<file path="src/rtl/sertx_pkg.sv">
package sertx_pkg;
  localparam int DATA_W   = 8;
  localparam int MAX_STOP = 2;
  localparam int FRAME_W  = 1 + DATA_W + 1 + MAX_STOP;
  localparam int IDX_W    = $clog2(FRAME_W + 1);

  typedef struct packed {
    logic       spare;
    logic       brk;
    logic [2:0] par;
    logic       stop2;
    logic [1:0] clen;
  } line_cfg_t;

  typedef enum logic [1:0] {
    PAR_ODD  = 2'b00,
    PAR_EVEN = 2'b01,
    PAR_ONE  = 2'b10,
    PAR_ZERO = 2'b11
  } par_kind_e;
endpackage

</file>
<file path="src/rtl/sertx_fifo.sv">
module sertx_fifo #(
  parameter int DEPTH = 4,
  parameter int W     = 8
) (
  input  logic         clk_i,
  input  logic         rst_ni,
  input  logic         push_i,
  input  logic [W-1:0] data_i,
  input  logic         pop_i,
  output logic [W-1:0] data_o,
  output logic         empty_o
);
  localparam int PTR_W = (DEPTH > 1) ? $clog2(DEPTH) : 1;
  localparam int CNT_W = $clog2(DEPTH + 1);

  logic [W-1:0]     mem_q [DEPTH];
  logic [PTR_W-1:0] wr_ptr_q, rd_ptr_q;
  logic [CNT_W-1:0] cnt_q;
  logic             do_push, do_pop;

  assign do_push = push_i && (cnt_q < CNT_W'(DEPTH));
  assign do_pop  = pop_i && (cnt_q != '0);

  function automatic logic [PTR_W-1:0] nxt(input logic [PTR_W-1:0] p);
    return (p == PTR_W'(DEPTH - 1)) ? '0 : p + PTR_W'(1);
  endfunction

  always_ff @(posedge clk_i) begin
    if (do_push) mem_q[wr_ptr_q] <= data_i;
  end

  always_ff @(posedge clk_i or negedge rst_ni) begin
    if (!rst_ni) begin
      wr_ptr_q <= '0;
      rd_ptr_q <= '0;
      cnt_q    <= '0;
    end else begin
      if (do_push) wr_ptr_q <= nxt(wr_ptr_q);
      if (do_pop)  rd_ptr_q <= nxt(rd_ptr_q);
      case ({do_push, do_pop})
        2'b10:   cnt_q <= cnt_q + CNT_W'(1);
        2'b01:   cnt_q <= cnt_q - CNT_W'(1);
        default: cnt_q <= cnt_q;
      endcase
    end
  end

  assign data_o  = mem_q[rd_ptr_q];
  assign empty_o = (cnt_q == '0);

  assert_no_overflow_R8: assert property (@(posedge clk_i) disable iff (!rst_ni)
    cnt_q <= CNT_W'(DEPTH));

  assert_full_drop_R8: assert property (@(posedge clk_i) disable iff (!rst_ni)
    (cnt_q == CNT_W'(DEPTH) && push_i && !pop_i) |=> (cnt_q == CNT_W'(DEPTH)));
endmodule

</file>
<file path="src/rtl/sertx_frame_build.sv">
module sertx_frame_build
  import sertx_pkg::*;
(
  input  logic [DATA_W-1:0]  data_i,
  input  line_cfg_t          cfg_i,
  output logic [FRAME_W-1:0] frame_o,
  output logic [IDX_W-1:0]   nbits_o
);
  int        nd;
  logic      ones, pbit, par_en;
  logic      unused_cfg;

  assign unused_cfg = cfg_i.spare ^ cfg_i.brk;
  assign par_en     = cfg_i.par[0];

  always_comb begin
    nd      = 5 + int'(cfg_i.clen);
    frame_o = '1;
    frame_o[0] = 1'b0;
    ones    = 1'b0;
    for (int i = 0; i < DATA_W; i++) begin
      if (i < nd) begin
        frame_o[1+i] = data_i[i];
        ones         = ones ^ data_i[i];
      end
    end
    case (par_kind_e'(cfg_i.par[2:1]))
      PAR_ODD:  pbit = ~ones;
      PAR_EVEN: pbit = ones;
      PAR_ONE:  pbit = 1'b1;
      default:  pbit = 1'b0;
    endcase
    if (par_en) frame_o[1+nd] = pbit;
    nbits_o = IDX_W'(2 + nd + int'(par_en) + int'(cfg_i.stop2));
  end
endmodule

</file>
<file path="src/rtl/sertx_shifter.sv">
module sertx_shifter
  import sertx_pkg::*;
#(
  parameter int OVS = 16
) (
  input  logic               clk_i,
  input  logic               rst_ni,
  input  logic               tick_i,
  input  logic               start_i,
  input  logic [FRAME_W-1:0] frame_i,
  input  logic [IDX_W-1:0]   nbits_i,
  output logic               busy_o,
  output logic               tx_bit_o
);
  localparam int TCNT_W = (OVS > 1) ? $clog2(OVS) : 1;

  logic               busy_q;
  logic [FRAME_W-1:0] frame_q;
  logic [IDX_W-1:0]   nbits_q, idx_q;
  logic [TCNT_W-1:0]  tcnt_q;
  logic               bit_end, last_bit;

  assign bit_end  = tick_i && (tcnt_q == TCNT_W'(OVS - 1));
  assign last_bit = (idx_q == nbits_q - IDX_W'(1));

  always_ff @(posedge clk_i or negedge rst_ni) begin
    if (!rst_ni) begin
      busy_q  <= 1'b0;
      frame_q <= '1;
      nbits_q <= '0;
      idx_q   <= '0;
      tcnt_q  <= '0;
    end else if (start_i) begin
      busy_q  <= 1'b1;
      frame_q <= frame_i;
      nbits_q <= nbits_i;
      idx_q   <= '0;
      tcnt_q  <= '0;
    end else if (busy_q && tick_i) begin
      if (bit_end) begin
        tcnt_q <= '0;
        if (last_bit) busy_q <= 1'b0;
        else          idx_q  <= idx_q + IDX_W'(1);
      end else begin
        tcnt_q <= tcnt_q + TCNT_W'(1);
      end
    end
  end

  assign busy_o   = busy_q;
  assign tx_bit_o = busy_q ? frame_q[idx_q] : 1'b1;

  assert_hold_bit_R2: assert property (@(posedge clk_i) disable iff (!rst_ni)
    (busy_q && !tick_i) |=> ($stable(idx_q) && $stable(tcnt_q)));

  assert_frame_end_R2: assert property (@(posedge clk_i) disable iff (!rst_ni)
    (busy_q && bit_end && last_bit) |=> !busy_q);

  assert_start_low_R2: assert property (@(posedge clk_i) disable iff (!rst_ni)
    $rose(busy_q) |-> (tx_bit_o == 1'b0));
endmodule

</file>
<file path="src/rtl/serial_tx.sv">
module serial_tx
  import sertx_pkg::*;
#(
  parameter int DEPTH = 4,
  parameter int OVS   = 16
) (
  input  logic       clk_i,
  input  logic       rst_ni,
  input  logic       wr_en_i,
  input  logic [7:0] wr_data_i,
  input  logic [7:0] line_cfg_i,
  input  logic       baud_tick_i,
  output logic       tx_o,
  output logic       tx_idle_o,
  output logic       fifo_empty_o
);
  line_cfg_t          cfg;
  logic [DATA_W-1:0]  head;
  logic               empty, busy, start, tx_bit;
  logic [FRAME_W-1:0] frame;
  logic [IDX_W-1:0]   nbits;

  assign cfg   = line_cfg_t'(line_cfg_i);
  assign start = !busy && !empty;

  sertx_fifo #(.DEPTH(DEPTH), .W(DATA_W)) u_fifo (
    .clk_i   (clk_i),
    .rst_ni  (rst_ni),
    .push_i  (wr_en_i),
    .data_i  (wr_data_i),
    .pop_i   (start),
    .data_o  (head),
    .empty_o (empty)
  );

  sertx_frame_build u_build (
    .data_i  (head),
    .cfg_i   (cfg),
    .frame_o (frame),
    .nbits_o (nbits)
  );

  sertx_shifter #(.OVS(OVS)) u_shift (
    .clk_i    (clk_i),
    .rst_ni   (rst_ni),
    .tick_i   (baud_tick_i),
    .start_i  (start),
    .frame_i  (frame),
    .nbits_i  (nbits),
    .busy_o   (busy),
    .tx_bit_o (tx_bit)
  );

  // break overrides the line only; serializer state is untouched
  assign tx_o         = cfg.brk ? 1'b0 : tx_bit;
  assign tx_idle_o    = !busy;
  assign fifo_empty_o = empty;

  assert_start_has_data_R7: assert property (@(posedge clk_i) disable iff (!rst_ni)
    $fell(tx_idle_o) |-> $past(!fifo_empty_o));
endmodule

</file>
<file path="config.mk">
export PLATFORM = sky130hd
export DESIGN_NAME = serial_tx
export DESIGN_NICKNAME = d
export VERILOG_FILES = /design/src/rtl/sertx_pkg.sv /design/src/rtl/sertx_fifo.sv /design/src/rtl/sertx_frame_build.sv /design/src/rtl/sertx_shifter.sv /design/src/rtl/serial_tx.sv
export SDC_FILE = /design/constraint.sdc
export NUM_CORES = 1
export LEC_CHECK = 0
export BUFFER_PORTS_ARGS = -buffer_cell sky130_fd_sc_hd__buf_4
export CORE_ASPECT_RATIO = 1.4
export CORE_MARGIN = 1
export CORE_UTILIZATION = 45
export CTS_CLUSTER_SIZE = 30
export DETAILED_ROUTE_END_ITERATION = 7
export SYNTH_ARGS = -nofsm -noshare
export SYNTH_HDL_FRONTEND = slang
export SYNTH_SLANG_ARGS = --single-unit
export TNS_END_PERCENT = 50
</file>
<file path="constraint.sdc">
create_clock -name clk_i -period 4 [get_ports clk_i]
set_input_delay 0 -clock clk_i [delete_from_list [all_inputs] [get_ports clk_i]]
set_output_delay 0 -clock clk_i [all_outputs]
set_load 0.02 [all_outputs]
</file>
==> reports/qor.txt, run 1 <==
filler instances: 633
I/O pin total: 23
port bufs: 21
synthesis-to-finish area growth: 16.23%
crit end category: flip-flop
number of global-route vias before repair: 2,150
worst hold-check path type: input pin to flip-flop
Synth Warn #: 0
Post-synth EDFFs: 32
Sequential cell area: 1777 um2
FMAX: 329.0 MHz
worst-case clock buffer depth: 2
Peak VDD IR: 0.0003391 V
Synth area leaders: edfxtp_1, dfrtp_1, dfstp_2
synthesized cell area: 3362 um2
Async S/R FF share, synth: 50.00%
Post-synth top cells: edfxtp_1, nand2_1, dfrtp_1, ha_1, inv_1
clock sink count: 64
GRT Resource Usage Total: 18.20%
Starting Density: 47.54%
Via density: 5.020
post-CTS resize count: 0
H-tree Lvls: 3
fin nets: 340
1st-iter DRT viols: 88
crit path max fanout: 11
post-DR wirelength/cell: 14.87 um
kind of critical path: flip-flop to flip-flop
synthesized flop and latch total: 64
endpoints failing hold: 0
Detailed Route WL: 5.918 mm
fin crit share: 75.99%
FP Rows: 36
TritonCTS Buffers: 9
relative slew slack: 61.55%
vias: 1,998
max_cap viols: 0
Crit path arrival time: 3.30 ns
total setup buffers inserted after CTS: 0
core footprint: 7072 um2
clk_lat worst skew: 0.34 ns
Cells after Synth: 262
TritonCTS clock tree: yes
Clk pin slew, worst setup/hold paths: 0.07 ns
chip height: 104.3 um
Die ar.: 7825 um2
Most used DFF post-synth: edfxtp_1
Yosys top cell area share: 28.58%
cell with the most instances after synthesis: edfxtp_1
static leakage: 0.001609 uW
worst slew pin tran: 0.5715 ns
syn_nets: 304
status: finished, final reports clean
Diodes inserted: 0
final worst slack: 0.9602 ns
post-synth top area cell: edfxtp_1
Die Wd: 75.05 um
Place WS: 0.9320 ns
min cycle time layout: 3.040 ns
synthesized area per cell: 12.83 um2
pin count of the biggest net entering global routing: 33
Clock Skew: 0.007583 ns
first-pass iteration count of the detailed router: 4
Setup Viol. Count Final: 0
Remaining DRCs: 0
first-pass GRT wire length: 10.36 mm
GR Overflow Total: 0
initial antenna violation count: 0
Seq/Total Area, Yosys: 52.85%
Startpoint Class: flip-flop
CTS root buf: clkbuf_8
setup_tns: 0 ns
PD cells: 631.4 nW/um2
max-slew violations: 0
routability cong.: 0.7669
RSZ-0062 raised after global routing: no
ANT nets after route: 0
Critical Path RT: 4.26 ns
Netlist cell types: 48
Multi-input gate area: 1454 um2
cts-stage hold buffer count: 10
DP HPWL: 4.154 mm
layout cells sized above 1: 22.11%
-- worst paths after layout --
check,from,end,slack (ns),cells past startpoint
max,u_fifo.rd_ptr_q[0],u_shift.frame_q[6],0.96,7
min,line_cfg_i[5],u_shift.frame_q[7],0.02,3
max reg2reg,u_fifo.rd_ptr_q[0],u_shift.frame_q[6],0.96,7
min reg2reg,u_shift.frame_q[0],u_shift.frame_q[0],0.47,2
max in group asynchronous,rst_ni,u_shift.frame_q[4],3.53,2
min in group asynchronous,rst_ni,u_shift.tcnt_q[1],0.13,2
-- cells by family (layout without fill, tap and decap cells) --
kind of cell / Yosys count / after routing / share of synthesized area, %
buf+inv: 28 / 69 / 3.908
fa+ha+maj: 22 / 22 / 8.634
flops: 64 / 64 / 52.85
mux: 15 / 15 / 9.230
compound gates: 41 / 41 / 8.188
xor+xnor: 21 / 21 / 6.550
simple gates: 71 / 71 / 10.64
-- critical path, cell delays in order, from the launching register on --
cell and delay, ns:
dfrtp_1 0.67, mux4_2 0.62, xnor2_2 0.23, xnor3_1 0.33
xnor3_2 0.44, or3_4 0.39, a21oi_1 0.17, o21ai_0 0.10
-- per-layer routing --
metal,share of wire [%],GRT usage (%),up-vias
li1,-,-,1004
met2,49,29.67,35
met5,0,0,-
met1,45,22.42,946
met3,3.0,3.198,13
met4,2.7,9.569,0
-- placed cells by master (no fill, tap or decap), types with 5 or more instances in the layout --
cell           synthesis  final
dfrtp_1               20     20
ha_1                  20     20
nand2_1               28     28
mux4_1                 6      6
nand3_1                5      5
edfxtp_1              32     32
inv_1                 19     19
xnor2_1               14     14
a21oi_1                9      9
o21ai_0               12     12
mux4_2                 5      5
buf_4                  1     23
nor2_1                12     12
dlygate4sd3_1          0     10
o21ai_1                5      5
clkbuf_8               0      9
dfstp_2               12     12
-- registers in the layout (all words and copies together), names as in the netlist --
signal           count
u_fifo.cnt_q         3
u_fifo.mem_q        32
u_fifo.rd_ptr_q      2
u_fifo.wr_ptr_q      2
u_shift.busy_o       1
u_shift.frame_q     12
u_shift.idx_q        4
u_shift.nbits_q      4
u_shift.tcnt_q       4
-- where the power goes --
part	internal (uW)	leakage (uW)	switching (uW)
Sequential	887	0.000641	152
Combinational	446	0.000862	387
Clock	345	0.000106	250
Total	1680	0.00161	790
-- layout make-up --
type                    instances  area share, %
clock buffers                   9          3.170
clock inverters                 7          2.209
inverters                      20          1.921
multi-input cells             170          37.21
flip-flops and latches         64          45.47
well taps                      95          3.042
repair buffers                 33          6.980
-- stage by stage --
stage	util, %	hold slack, ns	total power (uW)	instance area, um2	instances
2_1_floorplan	-	-0.2956	1705	3362	262
3_3_place_gp	50.87	-0.02814	1874	3597	372
3_5_place_dp	50.87	-0.03032	1895	3597	372
4_1_cts	55.25	0.01259	2501	3908	398
5_1_grt	55.25	0.03458	2641	3908	398
6_report	55.25	0.01979	2467	3908	398
Note: power is estimated with default switching activity, not from simulation.
==> run 2: changes to the inputs <==
- ABC_AREA: unset -> 1
- clock period: 4 -> 2.48 ns (I/O delays scaled with it)
==> reports/qor.txt, run 2 <==
Clock Skew: 0.01226 ns (+0.004677 ns)
post-DR wirelength/cell: 12.54 um (-16%)
RSZ-0062 raised after global routing: no
synthesized cell area: 3712 um2 (+10%)
Core Util, Final: 54.01% (-1.2 points)
fin nets: 533 (+57%)
port bufs: 21 (unchanged)
post-synth top area cell: edfxtp_1
worst hold-check path type: input pin to flip-flop
layout cells sized above 1: 15.12% (-7.0 points)
CTS root buf: clkbuf_8
first-pass GRT wire length: 12.90 mm (+24%)
max_cap viols: 0 (unchanged)
number of global-route vias before repair: 2,821 (+31%)
synthesized area per cell: 8.286 um2 (-35%)
clock sink count: 64 (unchanged)
core footprint: 7893 um2 (+12%)
Async S/R FF share, synth: 50.00% (unchanged)
Detailed Route WL: 7.475 mm (+26%)
cell with the most instances after synthesis: nand2_1
FMAX: 473.3 MHz (+44%)
Most used DFF post-synth: edfxtp_1
chip height: 109.5 um (+5.0%)
Post-synth top cells: nand2_1, inv_1, nor2_1
GR Overflow Total: 0 (unchanged)
PD cells: 549.2 nW/um2 (-13%)
Diodes inserted: 0 (unchanged)
min cycle time layout: 2.113 ns (-0.9270 ns)
Largest Register: u_fifo.mem_q
routability cong.: 0.8025 (+4.6%)
synthesis-to-finish area growth: 14.83%
relative slew slack: 71.67% (+10 points)
placed cell areas: 3995 um2 (+11%)
pin count of the biggest net entering global routing: 33 (unchanged)
Synth area leaders: edfxtp_1, nand2_1, dfrtp_1
FP Rows: 38 (+5.6%)
max reg flops: 32 (unchanged)
endpoints failing hold: 0 (unchanged)
Critical Path RT: 2.74 ns (-1.52 ns)
crit end category: flip-flop
Synth Warn #: 0 (unchanged)
crit path max fanout: 19 (+8)
first-pass iteration count of the detailed router: 4 (unchanged)
vias: 2,916 (+46%)
Setup Viol. Count Final: 0 (unchanged)
TritonCTS clock tree: yes
worst slew pin tran: 0.4245 ns (-0.1470 ns)
syn_nets: 490 (+61%)
Post-synth EDFFs: 32 (unchanged)
GRT Resource Usage Total: 19.88% (+1.7 points)
max-slew violations: 0 (unchanged)
Crit path arrival time: 2.38 ns (-0.92 ns)
setup_tns: 0 ns (unchanged)
Netlist cell types: 39 (-19%)
top flop regs: u_fifo.mem_q (32), u_shift.frame_q (12)
initial antenna violation count: 0 (unchanged)
Peak VDD IR: 0.0003415 V (+0.72%)
I/O pin total: 23 (unchanged)
kind of critical path: flip-flop to flip-flop
commonest non-fill, non-tap cell in the layout: nand2_1
worst-case clock buffer depth: 2 (unchanged)
synthesized flop and latch total: 64 (unchanged)
TritonCTS Buffers: 9 (unchanged)
status: finished, final reports clean
Clk pin slew, worst setup/hold paths: 0.07 ns (about the same)
Seq/Total Area, Yosys: 47.86% (-5.0 points)
fin crit share: 85.19% (+9.2 points)
static leakage: 0.002038 uW (+27%)
fin area: 4263 um2 (+9.1%)
Yosys top cell area share: 25.88% (-2.7 points)
clk_lat worst skew: 0.34 ns (about the same)
commonest cells after routing, fill and taps aside: nand2_1, inv_1, nor2_1
DP HPWL: 5.495 mm (+32%)
Remaining DRCs: 0 (unchanged)
Die ar.: 8621 um2 (+10%)
post-CTS resize count: 0 (unchanged)
r2r setup slk: 0.37 ns (-0.59 ns)
Die Wd: 78.76 um (+4.9%)
Starting Density: 47.04% (-0.51 points)
1st-iter DRT viols: 117 (+33%)
Cells after Synth: 448 (+71%)
total power: 2341 uW (-5.1%)
Via density: 4.893 (-2.5%)
H-tree Lvls: 3 (unchanged)
total setup buffers inserted after CTS: 0 (unchanged)
Startpoint Class: flip-flop
ANT nets after route: 0 (unchanged)
-- run 2: cell count changes after synthesis, moves of 9 or more --
cell / before / now
a21oi_1: 9 / 19
nor2_1: 12 / 41
nand2_1: 28 / 134
nand3_1: 5 / 28
xnor2_1: 14 / 5
inv_1: 19 / 59
-- run 2: through the flow --
| step | cells | hold WS (ns) | setup slack [ns] |
|---|---|---|---|
| 2_1_floorplan | 448 | -0.2956 | 0.3704 |
| 3_3_place_gp | 569 | -0.03523 | 0.4157 |
| 3_5_place_dp | 569 | -0.03407 | 0.3842 |
| 4_1_cts | 596 | 0.02559 | 0.3486 |
| 5_1_grt | 596 | 0.06560 | 0.08304 |
| 6_report | 596 | 0.04001 | 0.3672 |
-- run 2: path summary, 6_finish.rpt --
kind	from	end	depth (start not counted)
min in group asynchronous	rst_ni	u_shift.nbits_q[1]	2
max in group asynchronous	rst_ni	u_shift.frame_q[5]	2
max reg2reg	u_fifo.rd_ptr_q[0]	u_shift.frame_q[7]	16
min reg2reg	u_shift.frame_q[5]	u_shift.frame_q[5]	2
max	u_fifo.rd_ptr_q[0]	u_shift.frame_q[7]	16
min	line_cfg_i[2]	u_shift.nbits_q[0]	4
-- run 2: what timing repair did --
| action | in CTS | in global routing |
|---|---|---|
| endpoints found under the hold margin | 66 | 0 |
| hold buffers | 11 | 0 |
| setup endpoints to repair | 0 | 0 |
-- run 2: layout make-up --
| class | instances | area [um2] |
|---|---|---|
| Clock buffer | 12 | 135.1 |
| Clock inverter | 4 | 22.52 |
| Fill cell | 765 | 3630 |
| Inverter | 65 | 244.0 |
| Multi-Input combinational cell | 308 | 1609 |
| Sequential cell | 64 | 1777 |
| Tap cell | 100 | 125.1 |
| Timing Repair Buffer | 43 | 350.3 |
-- run 2: metal layers --
metal | share of wire (%) | wire length (um) | vias to the layer above | GRT usage, %
li1 | - | - | 1508 | -
met1 | 43 | 3239 | 1362 | 22.14
met3 | 2.1 | 158 | 12 | 3.402
met4 | 1.9 | 144 | 0 | 8.862
met5 | 0 | 0 | - | 0
met2 | 53 | 3932 | 34 | 36.71
-- run 2: critical path, cell delays in order, from the launching register on --
cell,delay [ns]
dfrtp_1,0.41
inv_2,0.25
nand2_1,0.12
nand2_1,0.08
nand2_1,0.04
nand2_1,0.11
nand2_1,0.06
nand2_1,0.12
inv_1,0.07
nand2_1,0.07
nand2_1,0.08
nand3_1,0.09
nand3_1,0.09
nand2_2,0.08
nand2_2,0.09
o21ai_0,0.21
nand2_1,0.07
-- run 2: logic make-up after synthesis --
family | count (synthesis) | synth area share (%)
AO/OA/AOI/OAI | 51 | 7.516
XOR/XNOR | 10 | 2.359
adder cells (fa/ha/maj) | 22 | 7.819
buffers and inverters | 76 | 8.796
flip-flops | 64 | 47.86
AND/OR/NAND/NOR | 225 | 25.65
-- run 2: where the power goes --
part	internal, uW	switching [uW]
logic	158	189
clock network	358	395
registers	1160	76.8
==> run 3: changes to the inputs <==
- MAX_ROUTING_LAYER: unset -> met4
==> reports/qor.txt, run 3 (same netlist as run 2, synthesis figures left out) <==
M1 WL: 3.223 mm (-0.49%)
max-slew violations: 0 (unchanged)
I/O pin total: 23 (unchanged)
crit path max fanout: 19 (unchanged)
endpoints failing hold: 0 (unchanged)
TritonCTS Buffers: 9 (unchanged)
fin nets: 533 (unchanged)
routability cong.: 0.8141 (+1.4%)
PD cells: 548.6 nW/um2 (about the same)
min cycle time layout: 2.108 ns (-0.004518 ns)
H-tree Lvls: 3 (unchanged)
core footprint: 7893 um2 (unchanged)
pin count of the biggest net entering global routing: 33 (unchanged)
chip height: 109.5 um (unchanged)
TritonCTS clock tree: yes
commonest non-fill, non-tap cell in the layout: nand2_1
port bufs: 21 (unchanged)
filler instances: 765 (unchanged)
Peak VDD IR: 0.0003420 V (+0.12%)
layout cells sized above 1: 15.12% (unchanged)
Clk pin slew, worst setup/hold paths: 0.07 ns (about the same)
crit end category: flip-flop
Die Wd: 78.76 um (unchanged)
Remaining DRCs: 0 (unchanged)
Final Non-Filler Cells: 596 (unchanged)
Starting Density: 47.04% (unchanged)
Critical Path RT: 2.74 ns (about the same)
most frequent CP cell: nand2_1
ANT nets after route: 0 (unchanged)
GRT Resource Usage Total: 20.46% (+0.58 points)
max_cap viols: 0 (unchanged)
status: finished, final reports clean
Die ar.: 8621 um2 (unchanged)
fin crit share: 85.01% (-0.18 points)
synthesis-to-finish area growth: 14.83% (unchanged)
Setup Viol. Count Final: 0 (unchanged)
slowest stage delay, CP: 0.41 ns (about the same)
1st-iter DRT viols: 111 (-5.1%)
commonest cells after routing, fill and taps aside: nand2_1, inv_1, nor2_1
static leakage: 0.002038 uW (unchanged)
FMAX: 474.3 MHz (+0.21%)
post-DR wirelength/cell: 12.54 um (about the same)
first-pass iteration count of the detailed router: 4 (unchanged)
dpl cells: 569 (unchanged)
kind of critical path: flip-flop to flip-flop
setup_tns: 0 ns (unchanged)
Detailed Route WL: 7.474 mm (about the same)
CP cell instances: inv_2, nand2_1, nand2_1, nand2_1, nand2_1, nand2_1, nand2_1, inv_1, nand2_1, nand2_1, nand3_1, nand3_1, nand2_2, nand2_2, o21ai_0, nand2_1
initial antenna violation count: 0 (unchanged)
total setup buffers inserted after CTS: 0 (unchanged)
worst-case clock buffer depth: 2 (unchanged)
GR Overflow Total: 0 (unchanged)
Slowest-stage cell, CP: dfrtp_1
Crit path arrival time: 2.37 ns (about the same)
Largest Register: u_fifo.mem_q
met3 routed WL: 143 um (-9.5%)
worst hold-check path type: input pin to flip-flop
first-pass GRT wire length: 12.89 mm (about the same)
Diodes inserted: 0 (unchanged)
clock sink count: 64 (unchanged)
worst slew pin tran: 0.4245 ns (+0.000002146 ns)
relative slew slack: 71.67% (about the same)
number of global-route vias before repair: 2,825 (+0.14%)
Clock Skew: 0.01189 ns (-0.0003676 ns)
Via density: 4.869 (-0.48%)
DP HPWL: 5.495 mm (unchanged)
clk_lat worst skew: 0.34 ns (about the same)
FP Rows: 38 (unchanged)
vias: 2,902 (-0.48%)
RSZ-0062 raised after global routing: no
CTS root buf: clkbuf_8
top flop regs: u_fifo.mem_q (32), u_shift.frame_q (12)
top sig layer: met4
Startpoint Class: flip-flop
max reg flops: 32 (unchanged)
routed wl met2: 3.971 mm (+0.99%)
[run 3: worst paths after layout]
| kind | startpoint | slack (ns) | cells past startpoint | end |
|---|---|---|---|---|
| max | u_fifo.rd_ptr_q[0] | 0.37 | 16 | u_shift.frame_q[7] |
| min | line_cfg_i[2] | 0.04 | 4 | u_shift.nbits_q[0] |
| max reg2reg | u_fifo.rd_ptr_q[0] | 0.37 | 16 | u_shift.frame_q[7] |
| min reg2reg | u_shift.frame_q[5] | 0.47 | 2 | u_shift.frame_q[5] |
| max in group asynchronous | rst_ni | 2.02 | 2 | u_shift.frame_q[5] |
| min in group asynchronous | rst_ni | 0.12 | 2 | u_shift.nbits_q[1] |
[run 3: area by class of cell]
cell class | count | area (um2) | share of cell area [%]
sequential | 64 | 1777 | 41.68
clock buffer | 12 | 135.1 | 3.170
inverter | 65 | 244.0 | 5.724
clock inverter | 4 | 22.52 | 0.5283
tap | 100 | 125.1 | 2.935
timing repair buffer | 43 | 350.3 | 8.218
multi-input combinational | 308 | 1609 | 37.75
[run 3: metal layers]
metal	vias up	track usage, %
met5	-	-
met4	0	8.862
met3	11	3.402
met2	34	36.83
met1	1349	22.03
li1	1508	-
[run 3: report_power, final]
| group | switching [uW] | internal, uW |
|---|---|---|
| Clock | 392 | 358 |
| Combinational | 189 | 158 |
| Sequential | 76.6 | 1160 |
[run 3: critical path, delay by kind of cell, from the launching register on]
kind,cells,cell delay (ns)
simple gates,13,1.10
flops,1,0.41
buf+inv,2,0.32
compound gates,1,0.21
[run 3: per-stage QoR]
step | instance area [um2] | total power [uW] | utilization, % | setup slack [ns] | hold slack, ns
after detailed placement | 3995 | 1597 | 50.62 | 0.3842 | -0.03407
after floorplan | 3712 | 1479 | - | 0.3704 | -0.2956
after global placement | 3995 | 1587 | 50.62 | 0.4157 | -0.03523
final | 4263 | 2339 | 54.01 | 0.3718 | 0.04236
after CTS | 4263 | 2372 | 54.01 | 0.3486 | 0.02559
after global routing | 4263 | 2472 | 54.01 | 0.08304 | 0.06560
[run 3: what timing repair did]
item | in CTS | in global routing
hold buffers | 11 | 0
hold endpoints to repair | 66 | 0
resized for setup | 0 | 0
